--- src/rtl/i2cm_pkg.sv ---
// Package: command codes and controller states shared by the I2C bit engine.
// Assumes: command codes are stable encodings seen by the caller.
package i2cm_pkg;

    typedef enum logic [2:0] {
        CMD_NONE     = 3'd0,
        CMD_START_WR = 3'd1,
        CMD_START_RD = 3'd2,
        CMD_WRITE    = 3'd3,
        CMD_READ     = 3'd4,
        CMD_STOP     = 3'd5
    } cmd_e;

    typedef enum logic [3:0] {
        ST_IDLE,
        ST_S0,
        ST_S1,
        ST_S2,
        ST_BSET,
        ST_BLO,
        ST_BHI,
        ST_P0,
        ST_P1,
        ST_P2,
        ST_P3,
        ST_CWAIT,
        ST_CIDLE
    } state_e;

    localparam int FRAME_BITS = 9;

endpackage

--- src/rtl/i2cm_sync.sv ---
// Module: input synchronizer for one bus line.
// Assumes: the line idles high, so the chain resets to 1; STAGES >= 1.
module i2cm_sync #(
    parameter int STAGES = 2
) (
    input  logic clk,
    input  logic rst_n,
    input  logic d,
    output logic q
);
    generate
        if (STAGES <= 1) begin : g_one
            logic r;
            // Single register stage.
            always_ff @(posedge clk) begin
                if (!rst_n) r <= 1'b1;
                else        r <= d;
            end
            assign q = r;
        end else begin : g_many
            logic [STAGES-1:0] r;
            // Shift chain of STAGES registers.
            always_ff @(posedge clk) begin
                if (!rst_n) r <= '1;
                else        r <= {r[STAGES-2:0], d};
            end
            assign q = r[STAGES-1];
        end
    endgenerate
endmodule

--- src/rtl/i2cm_half_timer.sv ---
// Module: half-period timer. Counts while run is high and pulses tick
// on the HALF_CYC-th counted clock; clears whenever run drops.
// Assumes: HALF_CYC >= 2.
module i2cm_half_timer #(
    parameter int HALF_CYC = 5
) (
    input  logic clk,
    input  logic rst_n,
    input  logic run,
    output logic tick
);
    localparam int CW = $clog2(HALF_CYC + 1);

    logic [CW-1:0] cnt;

    assign tick = run && (cnt == CW'(HALF_CYC - 1));

    // Count enabled clocks, restart on tick or when paused.
    always_ff @(posedge clk) begin
        if (!rst_n)            cnt <= '0;
        else if (!run || tick) cnt <= '0;
        else                   cnt <= cnt + 1'b1;
    end

    a_r7_count_bound: assert property (@(posedge clk) disable iff (!rst_n)
        cnt < CW'(HALF_CYC));

endmodule

--- src/rtl/i2cm_idle_watch.sv ---
// Module: bus-quiet detector. While enabled, counts clocks with no edge on
// either synchronized line; quiet rises once IDLE_CYC such clocks have passed.
// Assumes: inputs are already synchronized.
module i2cm_idle_watch #(
    parameter int IDLE_CYC = 2000
) (
    input  logic clk,
    input  logic rst_n,
    input  logic en,
    input  logic sda_s,
    input  logic scl_s,
    output logic quiet
);
    localparam int CW = $clog2(IDLE_CYC + 1);

    logic [CW-1:0] cnt;
    logic          sda_d, scl_d;
    logic          edge_seen;

    assign edge_seen = (sda_d != sda_s) || (scl_d != scl_s);
    assign quiet     = en && (cnt == CW'(IDLE_CYC));

    // Remember last line levels for edge detection.
    always_ff @(posedge clk) begin
        if (!rst_n) begin
            sda_d <= 1'b1;
            scl_d <= 1'b1;
        end else begin
            sda_d <= sda_s;
            scl_d <= scl_s;
        end
    end

    // Quiet-time counter, cleared by any edge or when disabled.
    always_ff @(posedge clk) begin
        if (!rst_n)                  cnt <= '0;
        else if (!en || edge_seen)   cnt <= '0;
        else if (cnt != CW'(IDLE_CYC)) cnt <= cnt + 1'b1;
    end

endmodule

--- src/rtl/i2c_bitmaster.sv ---
// Module: I2C master bit engine. Executes one command at a time (start with
// address, write byte, read byte, stop) on open-drain lines driven through
// output enables, honours clock stretching and recovers from address-phase
// collisions by backing off until the bus is quiet.
// Assumes: external pull-ups; caller sequences bytes and issues STOP.
module i2c_bitmaster #(
    parameter int HALF_CYC    = 5,
    parameter int CLK_HZ      = 100_000_000,
    parameter int IDLE_US     = 20,
    parameter int SYNC_STAGES = 2
) (
    input  logic       clk,
    input  logic       rst_n,
    input  logic       cmd_valid,
    input  logic [2:0] cmd_code,
    input  logic [7:0] cmd_data,
    input  logic       cmd_nack,
    output logic       busy,
    output logic       done,
    output logic       ack_ok,
    output logic [7:0] rx_data,
    output logic       restart_req,
    output logic       collision,
    input  logic       sda_in,
    input  logic       scl_in,
    output logic       sda_oe,
    output logic       scl_oe
);
    import i2cm_pkg::*;

    localparam int IDLE_CYC = (CLK_HZ / 1_000_000) * IDLE_US;
    localparam logic [3:0] LAST_IDX = 4'(FRAME_BITS - 1);

    state_e     state;
    logic [8:0] frame;
    logic [7:0] rxsh;
    logic [3:0] bit_idx;
    logic       addr_ph;
    logic       sda_oe_q, scl_oe_q;
    logic [1:0] line_raw, line_s;
    logic       sda_s, scl_s;
    logic       run, tick, quiet;
    logic       cmd_ok, last_bit;
    cmd_e       code;

    assign code   = cmd_e'(cmd_code);
    assign cmd_ok = (code == CMD_START_WR) || (code == CMD_START_RD) ||
                    (code == CMD_WRITE) || (code == CMD_READ) || (code == CMD_STOP);

    assign line_raw = {scl_in, sda_in};

    // One synchronizer per bus line.
    genvar g;
    generate
        for (g = 0; g < 2; g++) begin : g_sync
            i2cm_sync #(.STAGES(SYNC_STAGES)) i_sync (
                .clk  (clk),
                .rst_n(rst_n),
                .d    (line_raw[g]),
                .q    (line_s[g])
            );
        end
    endgenerate

    assign sda_s = line_s[0];
    assign scl_s = line_s[1];

    // Timer runs in timed states; high phases count only once SCL reads high.
    always_comb begin
        case (state)
            ST_S0, ST_S2, ST_BLO, ST_P0, ST_P1, ST_P3: run = 1'b1;
            ST_S1, ST_BHI, ST_P2:                      run = scl_s;
            default:                                   run = 1'b0;
        endcase
    end

    i2cm_half_timer #(.HALF_CYC(HALF_CYC)) i_timer (
        .clk  (clk),
        .rst_n(rst_n),
        .run  (run),
        .tick (tick)
    );

    i2cm_idle_watch #(.IDLE_CYC(IDLE_CYC)) i_idle (
        .clk  (clk),
        .rst_n(rst_n),
        .en   (state == ST_CIDLE),
        .sda_s(sda_s),
        .scl_s(scl_s),
        .quiet(quiet)
    );

    assign last_bit = (bit_idx == LAST_IDX);

    // Command sequencer: start, bit framing, stop and collision recovery.
    always_ff @(posedge clk) begin
        if (!rst_n) begin
            state       <= ST_IDLE;
            frame       <= '1;
            rxsh        <= '0;
            bit_idx     <= '0;
            addr_ph     <= 1'b0;
            sda_oe_q    <= 1'b0;
            scl_oe_q    <= 1'b0;
            busy        <= 1'b0;
            done        <= 1'b0;
            ack_ok      <= 1'b0;
            rx_data     <= '0;
            restart_req <= 1'b0;
            collision   <= 1'b0;
        end else begin
            done        <= 1'b0;
            restart_req <= 1'b0;
            collision   <= 1'b0;
            case (state)
                ST_IDLE: begin
                    if (cmd_valid && cmd_ok) begin
                        busy    <= 1'b1;
                        bit_idx <= '0;
                        addr_ph <= (code == CMD_START_WR) || (code == CMD_START_RD);
                        case (code)
                            CMD_START_WR, CMD_START_RD: begin
                                frame    <= {cmd_data[6:0], code == CMD_START_RD, 1'b1};
                                sda_oe_q <= 1'b0;
                                state    <= ST_S0;
                            end
                            CMD_WRITE: begin
                                frame <= {cmd_data, 1'b1};
                                state <= ST_BSET;
                            end
                            CMD_READ: begin
                                frame <= {8'hFF, cmd_nack};
                                state <= ST_BSET;
                            end
                            default: begin
                                scl_oe_q <= 1'b1;
                                state    <= ST_P0;
                            end
                        endcase
                    end
                end
                ST_S0: if (tick) begin
                    scl_oe_q <= 1'b0;
                    state    <= ST_S1;
                end
                ST_S1: if (tick) begin
                    sda_oe_q <= 1'b1;
                    state    <= ST_S2;
                end
                ST_S2: if (tick) begin
                    scl_oe_q <= 1'b1;
                    state    <= ST_BSET;
                end
                ST_BSET: begin
                    sda_oe_q <= ~frame[8];
                    state    <= ST_BLO;
                end
                ST_BLO: if (tick) begin
                    scl_oe_q <= 1'b0;
                    state    <= ST_BHI;
                end
                ST_BHI: if (tick) begin
                    rxsh <= {rxsh[6:0], sda_s};
                    if (addr_ph && !last_bit && frame[8] && !sda_s) begin
                        sda_oe_q  <= 1'b0;
                        scl_oe_q  <= 1'b0;
                        collision <= 1'b1;
                        state     <= ST_CWAIT;
                    end else begin
                        scl_oe_q <= 1'b1;
                        if (last_bit) begin
                            done    <= 1'b1;
                            busy    <= 1'b0;
                            ack_ok  <= ~sda_s;
                            rx_data <= rxsh;
                            state   <= ST_IDLE;
                        end else begin
                            frame   <= {frame[7:0], 1'b0};
                            bit_idx <= bit_idx + 4'd1;
                            state   <= ST_BSET;
                        end
                    end
                end
                ST_CWAIT: if (sda_s) state <= ST_CIDLE;
                ST_CIDLE: if (quiet) begin
                    done        <= 1'b1;
                    restart_req <= 1'b1;
                    ack_ok      <= 1'b0;
                    busy        <= 1'b0;
                    state       <= ST_IDLE;
                end
                ST_P0: if (tick) begin
                    sda_oe_q <= 1'b1;
                    state    <= ST_P1;
                end
                ST_P1: if (tick) begin
                    scl_oe_q <= 1'b0;
                    state    <= ST_P2;
                end
                ST_P2: if (tick) begin
                    sda_oe_q <= 1'b0;
                    state    <= ST_P3;
                end
                ST_P3: if (tick) begin
                    done  <= 1'b1;
                    busy  <= 1'b0;
                    state <= ST_IDLE;
                end
                default: state <= ST_IDLE;
            endcase
        end
    end

    assign sda_oe = sda_oe_q;
    assign scl_oe = scl_oe_q;

    a_r10_done_pulse: assert property (@(posedge clk) disable iff (!rst_n)
        done |=> !done);

    a_r10_busy_ends_with_done: assert property (@(posedge clk) disable iff (!rst_n)
        $fell(busy) |-> done);

    a_r10_accept: assert property (@(posedge clk) disable iff (!rst_n)
        (state == ST_IDLE && cmd_valid && cmd_ok) |=> busy);

    a_r7_hold_while_stretched: assert property (@(posedge clk) disable iff (!rst_n)
        (state == ST_BHI && !scl_s) |=> (state == ST_BHI));

    a_r8_release_on_collision: assert property (@(posedge clk) disable iff (!rst_n)
        collision |-> (!sda_oe && !scl_oe));

    a_r8_address_only: assert property (@(posedge clk) disable iff (!rst_n)
        collision |-> addr_ph);

    a_r9_restart_with_done: assert property (@(posedge clk) disable iff (!rst_n)
        restart_req |-> done);

endmodule

--- config.mk ---
export PLATFORM = sky130hd
export DESIGN_NAME = i2c_bitmaster
export DESIGN_NICKNAME = d
export VERILOG_FILES = /design/src/rtl/i2cm_pkg.sv /design/src/rtl/i2cm_sync.sv /design/src/rtl/i2cm_half_timer.sv /design/src/rtl/i2cm_idle_watch.sv /design/src/rtl/i2c_bitmaster.sv
export SDC_FILE = /design/constraint.sdc
export NUM_CORES = 1
export LEC_CHECK = 0
export BUFFER_PORTS_ARGS = -buffer_cell sky130_fd_sc_hd__buf_2
export CORE_ASPECT_RATIO = 0.6
export CORE_UTILIZATION = 54
export CTS_CLUSTER_SIZE = 25
export DETAILED_ROUTE_END_ITERATION = 16
export HOLD_SLACK_MARGIN = 0.06
export PLACE_DENSITY = 0.74
export SLEW_MARGIN = 20
export SYNTH_ARGS = -nofsm -noshare
export SYNTH_HDL_FRONTEND = slang
export SYNTH_SLANG_ARGS = --single-unit
--- constraint.sdc ---
create_clock -name clk -period 2.3 [get_ports clk]
set_input_delay 0.345 -clock clk [delete_from_list [all_inputs] [get_ports clk]]
set_output_delay 0.345 -clock clk [all_outputs]
set_load 0.1 [all_outputs]
==> results of run 1 <==
-- cell families (layout without fill, tap and decap cells) --
logic type / after synthesis / in the layout / synth area share (%)
DFF: 61 / 61 / 38.8
muxes: 7 / 7 / 2.23
and+or+nand+nor: 165 / 165 / 27.1
xor gates and xnor gates: 14 / 14 / 3.90
adders and majority gates: 6 / 6 / 2.38
AOI/OAI and AO/OA: 104 / 104 / 20.8
buffers and inverters: 39 / 77 / 4.85
-- area by class of cell --
cell class	instances	share of cell area, %
multi-input cells	296	49.2
clock inverters	3	0.554
clock buffers	13	4.39
repair buffers	49	8.03
well taps	80	2.77
flip-flops and latches	61	33.8
inverters	12	1.25
-- cell usage after synthesis, types with 2 or more instances --
master / n / area (um2)
nand4b_1: 2 / 17.5
inv_1: 12 / 45.0
a21oi_1: 31 / 155
nand4bb_1: 2 / 22.5
and3_1: 5 / 31.3
a211oi_1: 4 / 30.0
nand2_1: 62 / 233
nor2b_1: 3 / 18.8
a31o_2: 2 / 17.5
a22oi_1: 7 / 52.6
nand4_1: 5 / 31.3
o21ai_0: 29 / 145
o31ai_1: 4 / 30.0
buf_2: 5 / 25.0
xor2_1: 5 / 43.8
or3_1: 4 / 25.0
nor4_1: 4 / 25.0
nor2_1: 29 / 109
xnor2_1: 9 / 78.8
nor3_1: 3 / 15.0
nand3b_1: 3 / 22.5
o21a_1: 3 / 22.5
dfxtp_1: 61 / 1220
clkbuf_1: 21 / 78.8
ha_1: 6 / 75.1
nor3b_1: 2 / 15.0
a211o_1: 2 / 17.5
a31oi_1: 3 / 18.8
mux2i_1: 7 / 70.1
nand3_1: 16 / 80.1
o211ai_1: 7 / 52.6
nand2b_1: 11 / 68.8
and3b_1: 3 / 26.3
-- registers in the layout, indices dropped and copies added, names as in the netlist --
signal / flops
rx_data: 8
g_sync.i_sync.g_many.r: 4
frame: 9
busy: 1
bit_idx: 4
i_timer.cnt: 3
scl_oe: 1
i_idle.sda_d: 1
i_idle.cnt: 11
done: 1
collision: 1
addr_ph: 1
state: 4
rxsh: 8
ack_ok: 1
i_idle.scl_d: 1
sda_oe: 1
restart_req: 1
-- per-layer routing --
metal / up-vias / part of all wire, % / track usage, % / routed length [um]
met2: 97 / 42 / 37.5 / 3110
met4: 0 / 1.0 / 7.87 / 76
li1: 1470 / - / - / -
met1: 1388 / 51 / 37.6 / 3770
met3: 14 / 6.7 / 6.81 / 499
met5: - / 0 / 0 / 0
-- critical path: cells and delay by family (launching register included) --
| family | cells | cell delay, ns |
|---|---|---|
| adder cells (fa/ha/maj) | 1 | 0.15 |
| AND/OR/NAND/NOR | 4 | 1.25 |
| flip-flops | 1 | 0.33 |
| buffers and inverters | 1 | 0.09 |
| multiplexers | 1 | 0.18 |
-- power by group through the flow --
stage               logic, mW  registers [mW]  clock network (mW)
floorplan               0.775            1.35                   0
global placement         1.09            1.25                   0
detailed placement       1.12            1.25                   0
CTS                      1.12            1.23               0.874
global route             1.25            1.25               0.930
finish                   1.15            1.24               0.856
-- through the flow --
stage | power, mW | cells
2_1_floorplan | 2.12 | 396
3_3_place_gp | 2.34 | 498
3_5_place_dp | 2.37 | 498
4_1_cts | 3.23 | 514
5_1_grt | 3.42 | 514
6_report | 3.24 | 514
-- worst min-delay path by stage --
stage,slack [ns],end,start
5_1_grt,0.19,g_sync[1].i_sync.g_many.r[0]$_SDFF_PN1_,scl_in
2_1_floorplan,0.39,g_sync[0].i_sync.g_many.r[1]$_SDFF_PN1_,g_sync[0].i_sync.g_many.r[0]$_SDFF_PN1_
6_report,0.19,g_sync[0].i_sync.g_many.r[0]$_SDFF_PN1_,sda_in
3_3_place_gp,0.40,g_sync[1].i_sync.g_many.r[1]$_SDFF_PN1_,g_sync[1].i_sync.g_many.r[0]$_SDFF_PN1_
4_1_cts,0.18,g_sync[0].i_sync.g_many.r[0]$_SDFF_PN1_,sda_in
3_5_place_dp,0.40,g_sync[0].i_sync.g_many.r[1]$_SDFF_PN1_,g_sync[0].i_sync.g_many.r[0]$_SDFF_PN1_
-- layout by cell type (no fill, tap or decap), types with 4 or more instances in the layout --
cell      instances
nand4_1           5
and3_1            5
xor2_1            5
a21oi_1          31
buf_4            18
inv_1            12
or3_1             4
o31ai_1           4
o211ai_1          7
o21ai_0          29
a211oi_1          4
nor2_1           29
mux2i_1           7
buf_2            31
ha_1              6
nand2b_1         11
clkbuf_8         11
xnor2_1           9
a22oi_1           7
nand3_1          16
nand2_1          62
dfxtp_1          61
-- timing repair --
item | in CTS | in global routing
resized for setup | 0 | 1
endpoints found under the setup margin | 0 | 7
hold buffers | 0 | 0
hold endpoints to repair | 0 | 0
buffers inserted | 0 | 0
==> impl_results.md, run 1 <==
- Final worst slack: slightly below 0.2 ns
- Fin crit share: between 90 and 100%
- Critical R2R Capture: state[2]$_SDFFE_PN0P_
- WL/cell: between 10 and 15 um
- Drt pass-1 iters: 5
- Worst-Skew Late Latency: around 0.33 ns
- Post-Syn Instances: between 300 and 400
- Slowest CP cell: or4b_1
- Post-layout minimum cycle time: ~2.1 ns
- Max Slew Vio Count: 0
- CP startpoint kind: flip-flop
- Switching Share: 37.2%
- H-tree depth: 3
- Asr flop ratio synth: 0%
- Critical path class: reg2reg
- Die area: just over 0.006 mm2
- # fillers: 503
- Peak Freq: around 0.47 GHz
- Layout Utilization: 64.6%
- Min-Delay Path Class: in2reg
- Area growth syn-to-layout: 14.9%
- Leak pwr: roughly 1.4 nW
- Port Buf Inserts: 31
- RSZ-0062 raised after global routing: false
- CTS tree: yes
- Gr ovfl total: 0
- DR vias/cell: 5.78
- Share of layout cells above drive strength 1: around 17%
- Final setup viols: 0
- Clock transition at the registers of the reported paths: 0.07 ns
- Critical path arrival: ~2.3 ns
- Pwr/cell area: around 900 mW/mm2
- Worst Tran Pin Value: 0.545 ns
- WP data required: ~2.5 ns
- Yosys reg bits: roughly 60
- Clock power share: a little over a quarter
- CP endpoint kind: flip-flop
- Total wire length: about 7500 um
- Final GP Congestion: just under 0.9
- Finished Cell Area: 0.00362 mm2
- Num ports: 32
- Worst Hold Path Cells: 2
- Seq/Total Area, Yosys: 38.8%
- DRT iter0 DRCs: 240
- DR vias: between 2000 and 3000
- Final hold slack: about 0.19 ns
- Place WS: ~0.13 ns
- EDFF count, synth: 0
- Internal: approximately 2.0 mW
- Worst reg2reg path startpoint: i_idle.cnt[0]$_SDFFE_PP0P_
- Rows: 21
- DP Wirelength: ~5400 um
- Max_slew headroom: 63.4%
- Setup TNS: 0 ns
- Largest net degree at the start of global routing: 22
- Unique cell type count in the Yosys netlist: 57
- Number of global-route vias before repair: between 2000 and 2500
- Logic pwr share: 35.4%
- Final Skew: roughly 0.0063 ns
- First-pass GRT wire length: approximately 12000 um
- Register area: 0.00122 mm2
- Sw Pwr: between 1 and 1.5 mW
- Clock buffer depth: 2
- Sequential Power Share: about two fifths
- Cts bufs inserted: 9
- CTS sink cnt: 61
- Tot GR Track Use: approximately 26%
- Max-cap check violation count: 0
- Worst reg2reg setup slack: a little under 0.2 ns
- Area of the multi-input gates: between 0.0015 and 0.002 mm2
- Inserted Diodes: 0
- Peak VDD IR: roughly 0.38 mV
- Starting density of the core: 56.2%
- Mapped cell area: approximately 0.0031 mm2
- Yosys warnings: 0
- Core area: about 0.0056 mm2
- Reg2Reg Depth: 7
- CP cell instances: inv_1 -> ha_1 -> nand4b_1 -> nor4_4 -> nor2_2 -> or4b_1 -> mux2i_1
- Main synth FF type: dfxtp_1
- Die height: a little over 60 um
- Syn Area/Cell: approximately 7.9 um2
- Crit path launch: i_idle.cnt[0]$_SDFFE_PP0P_
- Status: finished clean
- CP max stage delay: ~0.65 ns
- Layout Nets: approximately 450
- Setup crit end: state[2]$_SDFFE_PN0P_
- Placed Area: about 0.0034 mm2
- Die X: ~100 um
- CP Max Fanout: 5
- CTS Root Cell: clkbuf_8
- Fin. Hold Viols: 0
- Syn nets: roughly 420
- Initial antenna violation count: 0
- ANT nets after route: 0
- DRC errors left: 0
Note: power is estimated with default switching activity, not from simulation.
==> run 2: changes to the inputs <==
--- a/config.mk
+++ b/config.mk
@@ -6,12 +6,14 @@
 export NUM_CORES = 1
 export LEC_CHECK = 0
 export BUFFER_PORTS_ARGS = -buffer_cell sky130_fd_sc_hd__buf_2
+export CELL_PAD_IN_SITES_DETAIL_PLACEMENT = 0
+export CELL_PAD_IN_SITES_GLOBAL_PLACEMENT = 1
 export CORE_ASPECT_RATIO = 0.6
-export CORE_UTILIZATION = 54
+export CORE_UTILIZATION = 44
 export CTS_CLUSTER_SIZE = 25
 export DETAILED_ROUTE_END_ITERATION = 16
 export HOLD_SLACK_MARGIN = 0.06
-export PLACE_DENSITY = 0.74
+export PLACE_DENSITY = 0.8
 export SLEW_MARGIN = 20
 export SYNTH_ARGS = -nofsm -noshare
 export SYNTH_HDL_FRONTEND = slang
==> impl_results.md, run 2 (synthesis gave the netlist of run 1 again) <==
- CP cell instances: nand4bb_1 -> a41oi_2 -> nor2_1 -> or4b_1 -> mux2i_1
- Final worst slack: 0.145 ns (-0.0487 ns)
- Critical path arrival: 2.35 ns (+0.04 ns)
- CP max stage delay: 0.68 ns (+0.03 ns)
- Die area: 0.00751 mm2 (+22%)
- Post-layout power: 3.73 mW (+15%)
- Most frequent cells in the layout: nand2_1, dfxtp_1, a21oi_1, buf_2
- Final setup viols: 0 (unchanged)
- Post-layout minimum cycle time: 2.15 ns (+0.0487 ns)
- Port Buf Inserts: 31 (unchanged)
- Placed Area: 0.00345 mm2 (+0.47%)
- Post-CTS Setup Bufs: 0 (unchanged)
- DRT iter0 DRCs: 195 (-19%)
- Fin. Hold Viols: 0 (unchanged)
- Critical path class: reg2reg
- # fillers: 669 (+33%)
- Slowest CP cell: dfxtp_1
- Final GP Congestion: 0.842 (-5.0%)
- Reg2Reg Depth: 5 (-2)
- Min-Delay Path Class: in2reg
- Setup crit end: state[2]$_SDFFE_PN0P_
- Starting density of the core: 46.4% (-9.9 points)
- Worst-Skew Late Latency: 0.33 ns (about the same)
- Place WS: 0.199 ns (+0.0695 ns)
- Most common cell after layout, fill and taps aside: nand2_1
- Peak Freq: 0.464 GHz (-2.3%)
- CP Max Fanout: 17 (+12)
- First-pass GRT wire length: 13000 um (+6.8%)
- Worst reg2reg setup slack: 0.15 ns (-0.05 ns)
- Clock transition at the registers of the reported paths: 0.05 ns (-0.02 ns)
- Inserted Diodes: 0 (unchanged)
- ANT nets after route: 0 (unchanged)
- RSZ-0062 raised after global routing: false
- WP buf/inv: 0 (-1)
- Max Slew Vio Count: 0 (unchanged)
- Core area: 0.00679 mm2 (+21%)
- WP data required: 2.50 ns (about the same)
- Layout Nets: 453 (+0.22%)
- CP endpoint kind: flip-flop
- Cts bufs inserted: 9 (unchanged)
- Stages on worst setup path: 5 (-2)
- Number of global-route vias before repair: 2562 (+4.6%)
- DR vias/cell: 5.68 (-1.6%)
- DR vias: 2966 (-0.10%)
- Max reg flops: 11 (unchanged)
- Clock buffer depth: 2 (unchanged)
- Max_slew headroom: 61.3% (-2.0 points)
- Peak VDD IR: 0.519 mV (+37%)
- Die height: 67.5 um (+10%)
- DRC errors left: 4 (+4)
- Fin crit share: 93.7% (+2.1 points)
- Critical R2R Capture: state[2]$_SDFFE_PN0P_
- CP startpoint kind: flip-flop
- Finished Cell Area: 0.00375 mm2 (+3.6%)
- Largest net degree at the start of global routing: 22 (unchanged)
- Gr ovfl total: 0 (unchanged)
- Worst reg2reg path startpoint: state[0]$_SDFFE_PN0P_
- Layout Utilization: 55.2% (-9.4 points)
- Final Skew: 0.00743 ns (+0.00118 ns)
- Failing checks: design-rule violations
- Leak pwr: 1.47 nW (+4.3%)
- CTS sink cnt: 61 (unchanged)
- Max-cap check violation count: 0 (unchanged)
- H-tree depth: 3 (unchanged)
- DP Wirelength: 5710 um (+6.5%)
- Drt pass-1 iters: 12 (+7)
- Worst path top cell family by delay: simple AND/OR/NAND/NOR gates
- Tot GR Track Use: 22.6% (-3.3 points)
- Num ports: 32 (unchanged)
- Biggest regs: i_idle.cnt (11), frame (9)
- WL/cell: 15.3 um (+5.1%)
- Die X: 111 um (+11%)
- Worst Tran Pin Value: 0.580 ns (+0.0344 ns)
- Status: finished with violations
- Pwr/cell area: 996 mW/mm2 (+11%)
- Share of layout cells above drive strength 1: 17.0% (+0.19 points)
- Setup TNS: 0 ns (unchanged)
- Rows: 23 (+9.5%)
- CTS tree: yes
- Crit path launch: state[0]$_SDFFE_PN0P_
- Top reg by flops: i_idle.cnt
- Initial antenna violation count: 0 (unchanged)
- CTS Root Cell: clkbuf_16
- Total wire length: 7960 um (+6.8%)
- Area growth syn-to-layout: 19.0%
[run 2: changes by cell type in the layout (fill, tap and decap cells not counted), sizes merged]
cell / delta
buf: +1
bufinv: +1
clkbuf: -1
clkinv: +1
clkinvlp: -1
[run 2: what timing repair did]
action	4_1_cts	5_1_grt
hold buffers	0	0
gates resized for setup	0	1
endpoints found under the setup margin	0	8
[run 2: through the flow]
stage               hold WS, ns  instances
floorplan                 0.386        396
global placement          0.400        506
detailed placement        0.416        506
CTS                       0.193        522
global route              0.194        522
finish                    0.200        522
[run 2: area by class of cell]
class	instances	area, um2	share of cell area [%]
Clock buffer	12	246	6.58
Clock inverter	4	47.5	1.27
Inverter	12	45.0	1.20
Multi-Input combinational cell	296	1780	47.5
Sequential cell	61	1220	32.6
Tap cell	87	109	2.90
Timing Repair Buffer	50	298	7.95
[run 2: worst reg2reg max path, cell delays in order (launching register included)]
cell and delay [ns]:
dfxtp_1 0.68, nand4bb_1 0.24, a41oi_2 0.25, nor2_1 0.08, or4b_1 0.62, mux2i_1 0.16
[run 2: worst min-delay path by stage]
stage	from	endpoint	slack, ns	depth (start not counted)
final	scl_in	g_sync[1].i_sync.g_many.r[0]$_SDFF_PN1_	0.20	2
after global routing	scl_in	g_sync[1].i_sync.g_many.r[0]$_SDFF_PN1_	0.19	2
after CTS	scl_in	g_sync[1].i_sync.g_many.r[0]$_SDFF_PN1_	0.19	2
after detailed placement	g_sync[1].i_sync.g_many.r[0]$_SDFF_PN1_	g_sync[1].i_sync.g_many.r[1]$_SDFF_PN1_	0.42	1
after global placement	g_sync[0].i_sync.g_many.r[0]$_SDFF_PN1_	g_sync[0].i_sync.g_many.r[1]$_SDFF_PN1_	0.40	1
after floorplan	g_sync[0].i_sync.g_many.r[0]$_SDFF_PN1_	g_sync[0].i_sync.g_many.r[1]$_SDFF_PN1_	0.39	1
[run 2: power breakdown]
group,total (mW),switching (mW),internal [mW]
combinational,1.13,0.696,0.437
sequential,1.27,0.117,1.15
clock,1.34,0.471,0.864
total,3.73,1.28,2.45
[run 2: layer usage]
layer  share of wire, %  global-route usage [%]  routed length [um]
met5                  0                       0                   0
met4                1.3                    7.94                 102
met3                7.2                    7.09                 570
met2                 40                    30.2                3170
met1                 52                    33.3                4120
